**config.mk**
```make
export PLATFORM = sky130hd
export DESIGN_NAME = insn_framer
export DESIGN_NICKNAME = d
export VERILOG_FILES = /design/src/rtl/insn_framer.sv
export SDC_FILE = /design/constraint.sdc
export NUM_CORES = 1
export LEC_CHECK = 0
export BUFFER_PORTS_ARGS = -buffer_cell sky130_fd_sc_hd__buf_2
export CAP_MARGIN = 20
export CORE_MARGIN = 5
export CORE_UTILIZATION = 48
export CTS_CLUSTER_DIAMETER = 40
export DETAILED_ROUTE_END_ITERATION = 16
export PLACE_DENSITY = 0.84
export REMOVE_ABC_BUFFERS = 1
export SETUP_SLACK_MARGIN = 0.15
export SKIP_LAST_GASP = 1
export SYNTH_ARGS = -nofsm -noshare
export SYNTH_HDL_FRONTEND = slang
export SYNTH_SLANG_ARGS = --single-unit
```
**constraint.sdc**
```tcl
create_clock -name clk -period 2.1 [get_ports clk]
set_input_delay 0.42 -clock clk [delete_from_list [all_inputs] [get_ports clk]]
set_output_delay 0.42 -clock clk [all_outputs]
set_load 0.1 [all_outputs]
```
**src/rtl/insn_framer.sv**
```systemverilog
module insn_framer (
  input  logic        clk,
  input  logic        rst,
  input  logic        in_valid,
  input  logic [31:0] in_word,
  output logic        in_ready,
  output logic        out_valid,
  input  logic        out_ready,
  output logic [7:0]  out_opcode,
  output logic [3:0]  out_mod,
  output logic [1:0]  out_flags,
  output logic [4:0]  out_rd,
  output logic [4:0]  out_rs1,
  output logic [4:0]  out_rs2,
  output logic [31:0] out_imm,
  output logic [3:0]  out_cat,
  output logic        out_ext,
  output logic        out_illegal
);

  function automatic logic [3:0] group_of(input logic [7:0] op);
    if (op <= 8'h0B)                      return 4'd0;
    else if (op >= 8'h10 && op <= 8'h1F) return 4'd1;
    else if (op >= 8'h20 && op <= 8'h27) return 4'd2;
    else if (op >= 8'h28 && op <= 8'h2C) return 4'd3;
    else if (op == 8'h30 || op == 8'h31) return 4'd4;
    else if (op == 8'h38 || op == 8'h39) return 4'd5;
    else if (op == 8'h3C || op == 8'h3D) return 4'd6;
    else if (op == 8'h3E)                return 4'd7;
    else if (op == 8'h3F)                return 4'd8;
    else                                 return 4'hF;
  endfunction

  function automatic logic mod_in_range(input logic [7:0] op, input logic [3:0] md);
    case (op)
      8'h2C, 8'h3F:                 return md <= 4'd7;
      8'h30, 8'h31, 8'h38, 8'h39:   return md <= 4'd4;
      8'h3E:                        return md <= 4'd8;
      8'h3C:                        return md <= 4'd9;
      default:                      return 1'b1;
    endcase
  endfunction

  function automatic logic takes_imm(input logic [7:0] op, input logic [3:0] md);
    case (op)
      8'h30, 8'h31, 8'h38, 8'h39, 8'h3C, 8'h3D: return 1'b1;
      8'h3F:   return md >= 4'd1 && md <= 4'd4;
      default: return 1'b0;
    endcase
  endfunction

  logic        wait_imm;
  logic [31:0] head;
  logic [31:0] hdr;
  logic [3:0]  hdr_cat;
  logic        hdr_bad;
  logic        hdr_long;
  logic        take;

  assign hdr      = wait_imm ? head : in_word;
  assign hdr_cat  = group_of(hdr[31:24]);
  assign hdr_bad  = (hdr_cat == 4'hF) || !mod_in_range(hdr[31:24], hdr[23:20]);
  assign hdr_long = !hdr_bad && takes_imm(hdr[31:24], hdr[23:20]);
  assign in_ready = !out_valid || out_ready;
  assign take     = in_valid && in_ready;

  always_ff @(posedge clk) begin
    if (rst) begin
      wait_imm    <= 1'b0;
      head        <= '0;
      out_valid   <= 1'b0;
      out_opcode  <= '0;
      out_mod     <= '0;
      out_flags   <= '0;
      out_rd      <= '0;
      out_rs1     <= '0;
      out_rs2     <= '0;
      out_imm     <= '0;
      out_cat     <= '0;
      out_ext     <= 1'b0;
      out_illegal <= 1'b0;
    end else if (take && !wait_imm && hdr_long) begin
      head      <= in_word;
      wait_imm  <= 1'b1;
      out_valid <= 1'b0;
    end else if (take) begin
      wait_imm    <= 1'b0;
      out_valid   <= 1'b1;
      out_opcode  <= hdr[31:24];
      out_mod     <= hdr[23:20];
      out_flags   <= hdr[19:18];
      out_rd      <= hdr[17:13];
      out_rs1     <= hdr[12:8];
      out_rs2     <= hdr[7:3];
      out_imm     <= wait_imm ? in_word : 32'h0;
      out_cat     <= hdr_cat;
      out_ext     <= wait_imm;
      out_illegal <= !wait_imm && hdr_bad;
    end else if (out_ready) begin
      out_valid <= 1'b0;
    end
  end

endmodule

```
# ---- Word-level counts from Yosys, hierarchy flattened
# Cells that the tools add are included.
dict set report word_totals {
  reg_bits 101
  word_cells 78
  inputBits 36
}
dict set report classes {
  bitwise 1
  reduce_logical 25
  magnitude_cmp 12
  n_mux 17
  eq_ne 10
}
# op n
set ops {}
lappend ops {{$eq 8x6->1 const B} 9}
lappend ops {{$mux 32} 2}
lappend ops {{$mux 4} 8}
lappend ops {{$ge 8x6->1 const B} 2}
lappend ops {{$le 8x6->1 const B} 2}
lappend ops {{$logic_and 1x1->1} 9}
lappend ops {{$ge 8x5->1 const B} 1}
lappend ops {{$le 4x3->1 const B} 2}
lappend ops {{$le 4x4->1 const B} 2}
lappend ops {{$le 8x4->1 const B} 1}
lappend ops {{$le 8x5->1 const B} 1}
lappend ops {{$reduce_or 6->1} 1}
lappend ops {{$logic_or 1x1->1} 5}
lappend ops {{$eq 4x4->1 const B} 1}
lappend ops {{$ge 4x1->1 const B} 1}
lappend ops {{$logic_not 1->1} 4}
lappend ops {{$mux 1} 4}
lappend ops {{$pmux 1 s4} 1}
lappend ops {{$reduce_bool 2->1} 2}
lappend ops {{$reduce_or 2->1} 2}
lappend ops {{$reduce_or 4->1} 1}
lappend ops {{$mux 3} 1}
lappend ops {{$pmux 1 s2} 1}
lappend ops {{$reduce_and 2->1} 1}
lappend ops {{$not 1->1} 1}

# ---- Depth between registers and ports, before layout
dict set report logic_depth {
  word_depth 18
  mapped_depth 11
  ltp_nobuf 7
}

# ---- Worst setup path before layout
# OpenSTA, ideal clock, no wires.
dict set report synth_path {
  kind {register -> register}
  from {reg out_valid}
  to {reg out_imm[10]}
  t_arrival_ps 2915
  period_less_slack_ps 3032
  stages_incl_launch_ff 8
  path_slack_ps -932
  path_cell_list {dfxtp_1 nand2b_1 and2_1 buf_2 nand2_1 nor2_1 clkbuf_1 a22o_1}
}
dict set report synth_via {
  elab_chain_len 7
}
# element line_no
set synth_rtl {}
lappend synth_rtl {{start, declared} 7} ;# output logic out_valid,
lappend synth_rtl {{start signal, assigned} 71} ;# out_valid <= 1'b0;
lappend synth_rtl {{start signal, assigned} 85} ;# out_valid <= 1'b0;
lappend synth_rtl {{start signal, assigned} 88} ;# out_valid <= 1'b1;
lappend synth_rtl {{$logic_not 1->1 *} 64} ;# assign in_ready = !out_valid || out_ready;
lappend synth_rtl {{$logic_or 1x1->1 *} 64}
lappend synth_rtl {{named net in_ready} 6} ;# output logic in_ready,
lappend synth_rtl {{$logic_and 1x1->1 *} 65} ;# assign take = in_valid && in_ready;
lappend synth_rtl {{$logic_and 1x1->1 (2 in series)} 82} ;# end else if (take && !wait_imm && hdr_long) begin
lappend synth_rtl {{$not 1->1 (no source line)} n/a}
lappend synth_rtl {{$reduce_and 2->1 (no source line) *} n/a}
lappend synth_rtl {{end signal, assigned} 95} ;# out_imm <= wait_imm ? in_word : 32'h0;
lappend synth_rtl {{end, declared} 15} ;# output logic [31:0] out_imm,
# Mark *: on every way through the listed nets, which the timed path passes. The rest lies on a longest branch.
# A chain may end at the register's enable or synchronous reset.

# ---- Worst setup path in the final report
dict set report layout_path {
  from {reg wait_imm}
  to {reg out_imm[21]}
}
dict set report layout_via {
  elab_chain_len 18
}
# element line_no
set layout_rtl {}
lappend layout_rtl {{start, declared} 52} ;# logic wait_imm;
lappend layout_rtl {{start signal, assigned} 69} ;# wait_imm <= 1'b0;
lappend layout_rtl {{start signal, assigned} 84} ;# wait_imm <= 1'b1;
lappend layout_rtl {{start signal, assigned} 87} ;# wait_imm <= 1'b0;
lappend layout_rtl {{$mux 32} 60} ;# assign hdr = wait_imm ? head : in_word;
lappend layout_rtl {{$eq 8x6->1} {30, 35, 45}}
lappend layout_rtl {{$mux 3} 30} ;# else if (op == 8'h3F) return 4'd8;
lappend layout_rtl {{$mux 4} 29} ;# else if (op == 8'h3E) return 4'd7;
lappend layout_rtl {{$mux 4} 28} ;# else if (op == 8'h3C || op == 8'h3D) return 4'd6;
lappend layout_rtl {{$mux 4} 27} ;# else if (op == 8'h38 || op == 8'h39) return 4'd5;
lappend layout_rtl {{$mux 4} 26} ;# else if (op == 8'h30 || op == 8'h31) return 4'd4;
lappend layout_rtl {{$mux 4} 25} ;# else if (op >= 8'h28 && op <= 8'h2C) return 4'd3;
lappend layout_rtl {{[2 not listed]} n/a}
lappend layout_rtl {{$mux 4} 22} ;# if (op <= 8'h0B) return 4'd0;
lappend layout_rtl {{$eq 4x4->1} 62} ;# assign hdr_bad = (hdr_cat == 4'hF) || !mod_in_range(hdr[31:24], hdr[23:20]);
lappend layout_rtl {{$logic_or 1x1->1} 62}
lappend layout_rtl {{$logic_not 1->1} 63} ;# assign hdr_long = !hdr_bad && takes_imm(hdr[31:24], hdr[23:20]);
lappend layout_rtl {{$logic_and 1x1->1} 63}
lappend layout_rtl {{$logic_and 1x1->1} 82}
lappend layout_rtl {{$not 1->1 (no source line)} n/a}
lappend layout_rtl {{$reduce_and 2->1 (no source line)} n/a}
# Parallel ways exist; a longest one is shown, timed or not.

==> flow_summary.yaml <==
status:
  run_status: "complete, but fails checks"
  violations_in_the_final_reports: "setup timing"
layout:
  multi_input_gate_area_um2: 2242
  filler_cell_count: 596
  regArea_um2: 1966
  flow.area_growth_from_synthesis_pct: 43.52
  antennaDiodeCount: 0
  layout.nets: 600
  drive_gt1_share_pct: 48.15
die:
  num_io_pins: 105
  area_of_the_placeable_core_um2: 8299
  die_area_um2: 10520
  initial_cell_density_of_the_core_pct: 49.57
  die_h_um: 102.6
  placement_rows: 33
  chipWidth_um: 102.6
route:
  initialDrtViolationCount: 209
  avgRoutedWirePerCell_um: 18.35
  drc: 0
  avgViaCountPerCell: 5.570
  detail_route.first_pass.iterations: 4
  route.final.wire_length_mm: 12.37
  routed-via-count: 3754
  ant_nets: 0
yosys:
  yosys.cell_types.count: 48
  ys_dominant_reg_cell: "dfxtp_1"
  yosysTopAreaCellShare_pct: 47.69
  synthArstFlopShare_pct: 0
  seq_area_frac_synth_pct: 47.69
  post_synth_most_frequent_cells: "dfxtp_1 (98), mux2i_1 (53), nor2_1 (41)"
  netlist_instances: 398
  synth_area_per_cell_um2: 10.34
  synth_enable_flop_cells: 0
  synthesis.yosys.warnings: 0
  area_contributors_post_synth: "dfxtp_1 (48%), mux2i_1 (13%), a22o_1 (6.8%)"
  yosysMostFrequentCell: "dfxtp_1"
  synth.largest_area_cell: "dfxtp_1"
  synth.ff_latch_count: 98
  post_synth_instance_area_um2: 4114
sta:
  grt_setup_unrepaired: "true"
  maxSlewViolCount: 0
  layout_setup_ws_ns: -0.3557
  number_of_failing_setup_endpoints_in_the_final_timing_report: 98
  final.period_utilization_pct: 116.9
  final-hold-violation-count: 0
  achievable-frequency_mhz: 407.2
  max_slew_margin_pct: 66.52
  worst_slew_pin_slew_ns: 0.5057
  period_minus_slack_ns: 2.456
  clock_skew_ns: 0.008588
setup_path:
  critPathLaunchType: "flip-flop"
  crit_path_max_fanout: 7
  worstPathRequired_ns: 2.43
  cp_data_arrival_time_ns: 2.78
  critical_path_class: "reg -> reg"
  crit_path_end_kind: "flip-flop"
pwr:
  pwr_density_cell_nw_per_um2: 696.6
  leakage_nw: 2.464
  report.power.total_mw: 4.113
  irDropWorstVdd_mv: 0.4397
grt:
  grt_pass1_vias: 3887
  grt.total_usage_pct: 23.24
  grt_max_degree: 33
  antenna_found_initial: 0
  global_route.overflow_total: 0
  grt_first_pass_wirelength_mm: 19.02
clock_tree:
  ctsHoldBuffers: 0
  cts_root_buf: "clkbuf_8"
  cts_htree_levels: 3
  clock_latency_ns: 0.38
  tritoncts.num_buffers: 9
  tritoncts_clock_tree: "yes"
  cts.path.max_buffers: 2
  cts.sink_count: 98
  worst_setup_hold_path_clk_slew_ns: 0.10
job:
  maxCapViolCount: 0
hold_path:
  hp-class: "in -> reg"
placement:
  dp_worst_setup_slack_ns: -0.4078
  detailedPlacementHpwl_mm: 7.750
  finalWeightedCongestion: 0.8533
  io_buffer_count: 104
==> layout by cell type, fill, tap and decap left out, drive strengths merged, types with 3 or more instances in the layout <==
cell and instances:
buf 185, dfxtp 98, mux2i 54, nor2 41, a21oi 41, a22o 32, a211oi 29, clkbuf 12
o21ai 11, nor3 9, nand2 7, inv 6, nand2b 4, nand3 4, mux2 4, clkinv 3
==> critical path, stage by stage (launching register included) <==
cell,delay [ns]
dfxtp_4,0.39
buf_6,0.14
buf_4,0.14
mux2i_4,0.19
a2111oi_4,0.41
o21ai_2,0.12
buf_4,0.16
a21o_4,0.23
a21oi_4,0.19
buf_6,0.15
clkbuf_16,0.14
a22o_1,0.13
==> per-layer routing <==
metal	global-route usage [%]	vias up	share of wire, %
li1	-	1807	-
met4	9.082	0	2.0
met5	0	-	0
met2	38.13	130	47
met1	29.18	1797	44
met3	6.157	20	6.8
==> report_power, final <==
| part | switching, mW | internal [mW] | leakage, nW |
|---|---|---|---|
| Clock | 0.717 | 0.454 | 0.0965 |
| Sequential | 0.0369 | 1.92 | 0.799 |
| Combinational | 0.710 | 0.278 | 1.57 |
| Total | 1.46 | 2.65 | 2.46 |
==> layout make-up <==
class | count | area share [%]
multi-input combinational | 265 | 37.97
sequential | 98 | 33.29
timing repair buffer | 188 | 23.27
tap | 105 | 2.225
clock buffer | 9 | 2.098
clock inverter | 7 | 1.017
inverter | 2 | 0.1271
==> metrics by stage <==
| step | hold WS, ns | instance area [um2] | setup TNS [ns] | util (%) | instances |
|---|---|---|---|---|---|
| 3_3_place_gp | 0.4459 | 5047 | -28.21 | 60.82 | 632 |
| 2_1_floorplan | 0.4601 | 3904 | -194.80 | - | 365 |
| 3_5_place_dp | 0.4474 | 5047 | -33.56 | 60.82 | 632 |
| 6_report | 0.2402 | 5904 | -28.83 | 71.14 | 674 |
| 5_1_grt | 0.2238 | 5904 | -39.26 | 71.14 | 674 |
| 4_1_cts | 0.2335 | 5742 | -21.26 | 69.18 | 670 |
==> timing repair <==
item,4_1_cts,5_1_grt
gates cloned,3,4
resized for setup,70,14
endpoints found under the setup margin,98,98
buffers inserted,19,0
pin swaps,17,17
==> path summary, 6_finish.rpt <==
| check | slack [ns] | startpoint | cells after the start | endpoint |
|---|---|---|---|---|
| worst min-delay path | 0.24 | in_word[0] | 2 | out_imm[0] |
| worst min register to register | 0.46 | out_opcode[5] | 1 | out_opcode[5] |
| worst max register to register | -0.36 | wait_imm | 11 | out_imm[21] |
| worst max-delay path | -0.36 | wait_imm | 11 | out_imm[21] |
==> kinds of logic (layout without fill, tap and decap cells) <==
kind of cell / after synthesis / count (layout) / synth area share [%]
AOI/OAI and AO/OA: 128 / 128 / 23.27
DFF: 98 / 98 / 47.69
and+or+nand+nor: 77 / 77 / 9.003
muxes: 58 / 58 / 14.32
buffers and inverters: 35 / 206 / 5.292
xor gates and xnor gates: 2 / 2 / 0.4259
==> sequential cells by signal, indices dropped and copies added (netlist names) <==
register,flops
out_ext,1
out_cat,4
out_rs2,5
out_rs1,5
out_valid,1
out_mod,4
out_rd,5
head,29
out_opcode,8
out_imm,32
out_illegal,1
out_flags,2
wait_imm,1
(Power assumes the default switching activity.)
